--- src/rtl/slv_addr_pkg.sv ---
package slv_addr_pkg;

  typedef enum logic [1:0] {
    ST_IDLE = 2'd0,   // waiting for a START
    ST_HEAD = 2'd1,   // expecting first address byte
    ST_LOW  = 2'd2,   // expecting low byte of a 10-bit address
    ST_HALT = 2'd3    // address phase over until next START
  } sa_state_e;

  typedef struct packed {
    logic gc;      // general call recognised
    logic pri7;    // 7-bit primary match
    logic hdr10;   // 10-bit header match
    logic alt;     // second address match
  } sa_hits_t;

endpackage

--- src/rtl/slv_addr_cmp.sv ---
module slv_addr_cmp
  import slv_addr_pkg::*;
#(
  parameter int ADDR_W = 10,
  parameter int BYTE_W = 8
) (
  input  logic [BYTE_W-1:0] byte_data,
  input  logic [ADDR_W-1:0] own_addr,
  input  logic [BYTE_W-1:1] alt_addr,
  input  logic              fmt_10b,
  input  logic              dual_en,
  input  logic              gcall_en,
  output sa_hits_t          hits,
  output logic              low_hit
);
  localparam int ADR7_W = BYTE_W - 1;
  localparam int HI_W   = ADDR_W - BYTE_W;
  localparam int TAG_W  = ADR7_W - HI_W;
  localparam logic [TAG_W-1:0] HDR_TAG = {{(TAG_W-1){1'b1}}, 1'b0};

  logic [ADR7_W-1:0] adr7;
  assign adr7 = byte_data[BYTE_W-1:1];

  always_comb begin
    hits.gc    = gcall_en && (adr7 == '0);
    hits.pri7  = !fmt_10b && (adr7 == own_addr[ADR7_W-1:0]);
    hits.hdr10 = fmt_10b &&
                 (byte_data[BYTE_W-1 -: TAG_W] == HDR_TAG) &&
                 (byte_data[HI_W:1] == own_addr[ADDR_W-1:BYTE_W]);
    hits.alt   = dual_en && (adr7 == alt_addr);
    low_hit    = (byte_data == own_addr[BYTE_W-1:0]);
  end
endmodule

--- src/rtl/slv_addr_seq.sv ---
module slv_addr_seq
  import slv_addr_pkg::*;
(
  input  logic     clk,
  input  logic     rst_n,
  input  logic     start_seen,
  input  logic     byte_vld,
  input  logic     rw_bit,
  input  sa_hits_t hits,
  input  logic     low_hit,
  output logic     hit_pulse,
  output logic     dir_rd,
  output logic     gcall_hit,
  output logic     alt_hit
);
  sa_state_e st_q, st_d;
  logic pulse_d, rw_d, gc_d, alt_d, hrw_q, hrw_d;
  logic upd_en;

  assign upd_en = start_seen | byte_vld;

  always_comb begin
    st_d    = st_q;
    pulse_d = 1'b0;
    rw_d    = dir_rd;
    gc_d    = gcall_hit;
    alt_d   = alt_hit;
    hrw_d   = hrw_q;
    if (start_seen) begin
      st_d  = ST_HEAD;
      rw_d  = 1'b0;
      gc_d  = 1'b0;
      alt_d = 1'b0;
    end else if (byte_vld) begin
      unique case (st_q)
        ST_HEAD: begin
          st_d = ST_HALT;
          if (hits.gc) begin
            pulse_d = 1'b1; rw_d = rw_bit; gc_d = 1'b1;
          end else if (hits.pri7) begin
            pulse_d = 1'b1; rw_d = rw_bit;
          end else if (hits.hdr10) begin
            st_d = ST_LOW; hrw_d = rw_bit;
          end else if (hits.alt) begin
            pulse_d = 1'b1; rw_d = rw_bit; alt_d = 1'b1;
          end
        end
        ST_LOW: begin
          st_d = ST_HALT;
          if (low_hit) begin
            pulse_d = 1'b1; rw_d = hrw_q;
          end
        end
        default: st_d = st_q;
      endcase
    end
  end

  always_ff @(posedge clk or negedge rst_n) begin
    if (!rst_n) begin
      st_q      <= ST_IDLE;
      hit_pulse <= 1'b0;
      dir_rd    <= 1'b0;
      gcall_hit <= 1'b0;
      alt_hit   <= 1'b0;
      hrw_q     <= 1'b0;
    end else begin
      hit_pulse <= pulse_d;
      if (upd_en) begin
        st_q      <= st_d;
        dir_rd    <= rw_d;
        gcall_hit <= gc_d;
        alt_hit   <= alt_d;
        hrw_q     <= hrw_d;
      end
    end
  end
endmodule

--- src/rtl/slv_addr_match.sv ---
module slv_addr_match
  import slv_addr_pkg::*;
#(
  parameter int ADDR_W = 10,
  parameter int BYTE_W = 8
) (
  input  logic              clk,
  input  logic              rst_n,
  input  logic              start_seen,
  input  logic              byte_vld,
  input  logic [BYTE_W-1:0] byte_data,
  input  logic [ADDR_W-1:0] own_addr,
  input  logic              fmt_10b,
  input  logic [BYTE_W-1:1] alt_addr,
  input  logic              dual_en,
  input  logic              gcall_en,
  output logic              hit_pulse,
  output logic              dir_rd,
  output logic              gcall_hit,
  output logic              alt_hit
);
  sa_hits_t hits;
  logic     low_hit;

  slv_addr_cmp #(.ADDR_W(ADDR_W), .BYTE_W(BYTE_W)) u_cmp (
    .byte_data (byte_data),
    .own_addr  (own_addr),
    .alt_addr  (alt_addr),
    .fmt_10b   (fmt_10b),
    .dual_en   (dual_en),
    .gcall_en  (gcall_en),
    .hits      (hits),
    .low_hit   (low_hit)
  );

  slv_addr_seq u_seq (
    .clk        (clk),
    .rst_n      (rst_n),
    .start_seen (start_seen),
    .byte_vld   (byte_vld),
    .rw_bit     (byte_data[0]),
    .hits       (hits),
    .low_hit    (low_hit),
    .hit_pulse  (hit_pulse),
    .dir_rd     (dir_rd),
    .gcall_hit  (gcall_hit),
    .alt_hit    (alt_hit)
  );
endmodule

--- config.mk ---
export PLATFORM = sky130hd
export DESIGN_NAME = slv_addr_match
export DESIGN_NICKNAME = d
export VERILOG_FILES = /design/src/rtl/slv_addr_pkg.sv /design/src/rtl/slv_addr_cmp.sv /design/src/rtl/slv_addr_seq.sv /design/src/rtl/slv_addr_match.sv
export SDC_FILE = /design/constraint.sdc
export NUM_CORES = 1
export LEC_CHECK = 0
export ABC_AREA = 1
export BUFFER_PORTS_ARGS = -buffer_cell sky130_fd_sc_hd__buf_2
export CORE_ASPECT_RATIO = 0.7
export CORE_MARGIN = 5
export CORE_UTILIZATION = 48
export CTS_CLUSTER_SIZE = 12
export DETAILED_ROUTE_END_ITERATION = 7
export PLACE_DENSITY_LB_ADDON = 0.05
export SYNTH_ARGS = -nofsm -noshare
export SYNTH_HDL_FRONTEND = slang
export SYNTH_SLANG_ARGS = --single-unit
--- constraint.sdc ---
create_clock -name clk -period 1.45 [get_ports clk]
set_input_delay 0 -clock clk [delete_from_list [all_inputs] [get_ports clk]]
set_output_delay 0 -clock clk [all_outputs]
set_load 0.005 [all_outputs]
==> impl_metrics.json <==
{
  "stdcell_count": 218,
  "yosys_register_bits": 7,
  "min_period_ns": 1.33,
  "final_core_util_pct": 62.5,
  "gp_congestion": 0.917,
  "ant_nets": 0,
  "ys_seq_area_share_pct": 19.4,
  "drv_cap": 0,
  "synthFlopType": "dfrtp_1",
  "pwr-share-comb_pct": 37.2,
  "synth_fp_nets": 191,
  "htree_num_levels": 1,
  "vias": 1025,
  "hold_viol_final": 0,
  "async_reset_ff_share_pct": 100,
  "status": "finished, final reports clean",
  "grt_pass1_wl_mm": 3.88,
  "layout-drive-gt1-share_pct": 30.6,
  "min_path_type": "in2reg",
  "critical_path.endpoint_type": "register",
  "p_int_mw": 0.403,
  "finalSetupTns_ns": 0,
  "fmax_mhz": 753,
  "setup_viol": 0,
  "place_inst": 213,
  "grt_use_total_pct": 18.6,
  "crit_path_max_fanout": 4,
  "required_ns": 1.58,
  "skew_ns": 0.00323,
  "swShare_pct": 34.7,
  "fp.coreArea_um2": 1820,
  "timing.slew.headroom_pct": 82.8,
  "cts_max_path_buffers": 2,
  "grt_antenna_before_repair": 0,
  "sequentialPowerShare_pct": 33.5,
  "p_per_area_nw_per_um2": 542,
  "n_antenna_cell": 0,
  "worstMarginPinSlew_ns": 0.257,
  "critPathArrivalTime_ns": 1.46,
  "via_per_inst": 4.70,
  "die_y_um": 46.2,
  "rsz0062_at_grt": "false",
  "vdd_drop_max_mv": 0.394,
  "clk_pin_slew_ns": 0.05,
  "start_util_pct": 49.5,
  "power.switching_mw": 0.214,
  "clk_latency_ns": 0.25,
  "drv_slew": 0,
  "syn2layout_area_growth_pct": 26.4,
  "clkPwrFrac_pct": 29.3,
  "first_pass_iters": 4,
  "drt_iter0_drc": 59,
  "finalCritPeriodShare_pct": 91.6,
  "ys_types": 23,
  "drc_errors": 0,
  "yosys_warnings": 0,
  "syn_avg_cell_area_um2": 5.74,
  "cts_tree": "built",
  "root_buffer": "clkbuf_4",
  "cts_num_sinks": 7,
  "grt_pass1_vias": 954,
  "synth_cells": 157,
  "grt-ovfl-total": 0,
  "leakage_nw": 0.667,
  "crit_type": "reg2reg",
  "cts_made_buffers": 3,
  "synth_edf_count": 0,
  "routedWlPerCell_um": 10.9,
  "cp-start-kind": "register",
  "port_buffers": 35,
  "syn_area_um2": 901,
  "final_nets": 231,
  "row_count": 13,
  "hpwl_mm": 2.09,
  "die_w_um": 61.8,
  "routed_wl_mm": 2.39,
  "dieArea_um2": 2860,
  "grt_max_degree": 8,
  "ios": 36
}
[cells in the mapped netlist, types with 3 or more instances]
cell type / number / share of area [%]
nand2_1: 57 / 24
nand3_1: 5 / 2.8
nor2_2: 8 / 5.6
inv_1: 24 / 10
clkinv_1: 4 / 1.7
a21oi_1: 3 / 1.7
nand4_1: 4 / 2.8
dfrtp_1: 7 / 19
inv_2: 6 / 2.5
xnor2_1: 8 / 7.8
o21ai_0: 3 / 1.7
nor2_1: 14 / 5.8
[per-layer routing]
metal  global-route usage [%]  routed length [um]  vias up
met3                     5.04                 201        0
met5                        0                   0        -
met1                     25.1                1160      442
li1                         -                   -      548
met2                     29.9                1020       35
met4                     3.39                   0        0
[worst paths after layout]
check                                           from                         to  slack [ns]  cells after the start
min in group asynchronous                      rst_n  u_seq.st_q[0]$_DFFE_PN0P_        0.11                      2
setup / recovery           u_seq.st_q[1]$_DFFE_PN0P_  u_seq.st_q[0]$_DFFE_PN0P_        0.12                      7
setup reg to reg           u_seq.st_q[1]$_DFFE_PN0P_  u_seq.st_q[0]$_DFFE_PN0P_        0.12                      7
hold / removal                            start_seen  u_seq.alt_hit$_DFFE_PN0P_        0.04                      2
max in group asynchronous                      rst_n   u_seq.dir_rd$_DFFE_PN0P_        1.17                      2
hold reg to reg             u_seq.dir_rd$_DFFE_PN0P_   u_seq.dir_rd$_DFFE_PN0P_        0.50                      2
[layout by cell type, fill, tap and decap left out, drive strengths merged]
cell type and count:
xnor2 8, nand3 6, buf 35, dfrtp 7, nand3b 1, o21ai 3
a32o 1, dlygate4sd3 1, nand4 4, nand2 59, nor4 1, inv 30
nor2 23, ha 2, clkinv 4, o21bai 1, a21oi 5, clkbuf 4
a211oi 1
[critical path: stages (launching register included)]
cell and delay (ns):
dfrtp_1 0.38, inv_1 0.08, ha_1 0.19, nand2_1 0.06, inv_1 0.11, a211oi_4 0.06
nor4_1 0.24, a21oi_1 0.07
[state kept, by name (all words and copies together) (netlist names)]
register	cells
u_seq.hit_pulse	1
u_seq.hrw_q	1
u_seq.dir_rd	1
u_seq.st_q	2
u_seq.alt_hit	1
u_seq.gcall_hit	1
[area by class of cell]
class / instances / area [um^2]
multi-input combinational: 115 / 597
tap: 22 / 27.5
clock buffer: 4 / 26.3
sequential: 7 / 175
fill: 188 / 683
inverter: 34 / 128
timing repair buffer: 36 / 185
[timing repair]
item / CTS / global route
gates resized for setup: 0 / 2
endpoints found under the hold margin: 7 / 0
setup buffers: 0 / 0
hold buffers: 1 / 0
endpoints found under the setup margin: 0 / 2
[power groups by stage]
stage / registers, mW / logic [mW] / clock network, mW
3_5_place_dp: 0.210 / 0.224 / 0
4_1_cts: 0.207 / 0.227 / 0.184
3_3_place_gp: 0.209 / 0.218 / 0
2_1_floorplan: 0.209 / 0.131 / 0
5_1_grt: 0.207 / 0.262 / 0.199
6_report: 0.207 / 0.230 / 0.181
[cells by family after synthesis]
kind of cell    Yosys count  share of synthesized area (%)
fa+ha+maj                 2                           2.78
flops                     7                           19.4
simple gates             94                           46.0
xor+xnor                  8                           7.78
compound gates           11                           8.61
buf+inv                  35                           15.4
[stage by stage]
stage	total power [mW]	hold WS, ns	cell area, um^2	setup WS (ns)
final	0.617	0.0352	1140	0.122
after global routing	0.668	0.0449	1140	0.00644
after detailed placement	0.434	-0.151	1090	0.105
after floorplan	0.340	-0.296	901	0.240
after global placement	0.427	-0.159	1090	0.179
after CTS	0.618	0.000192	1130	0.104
(Power assumes the default switching activity.)
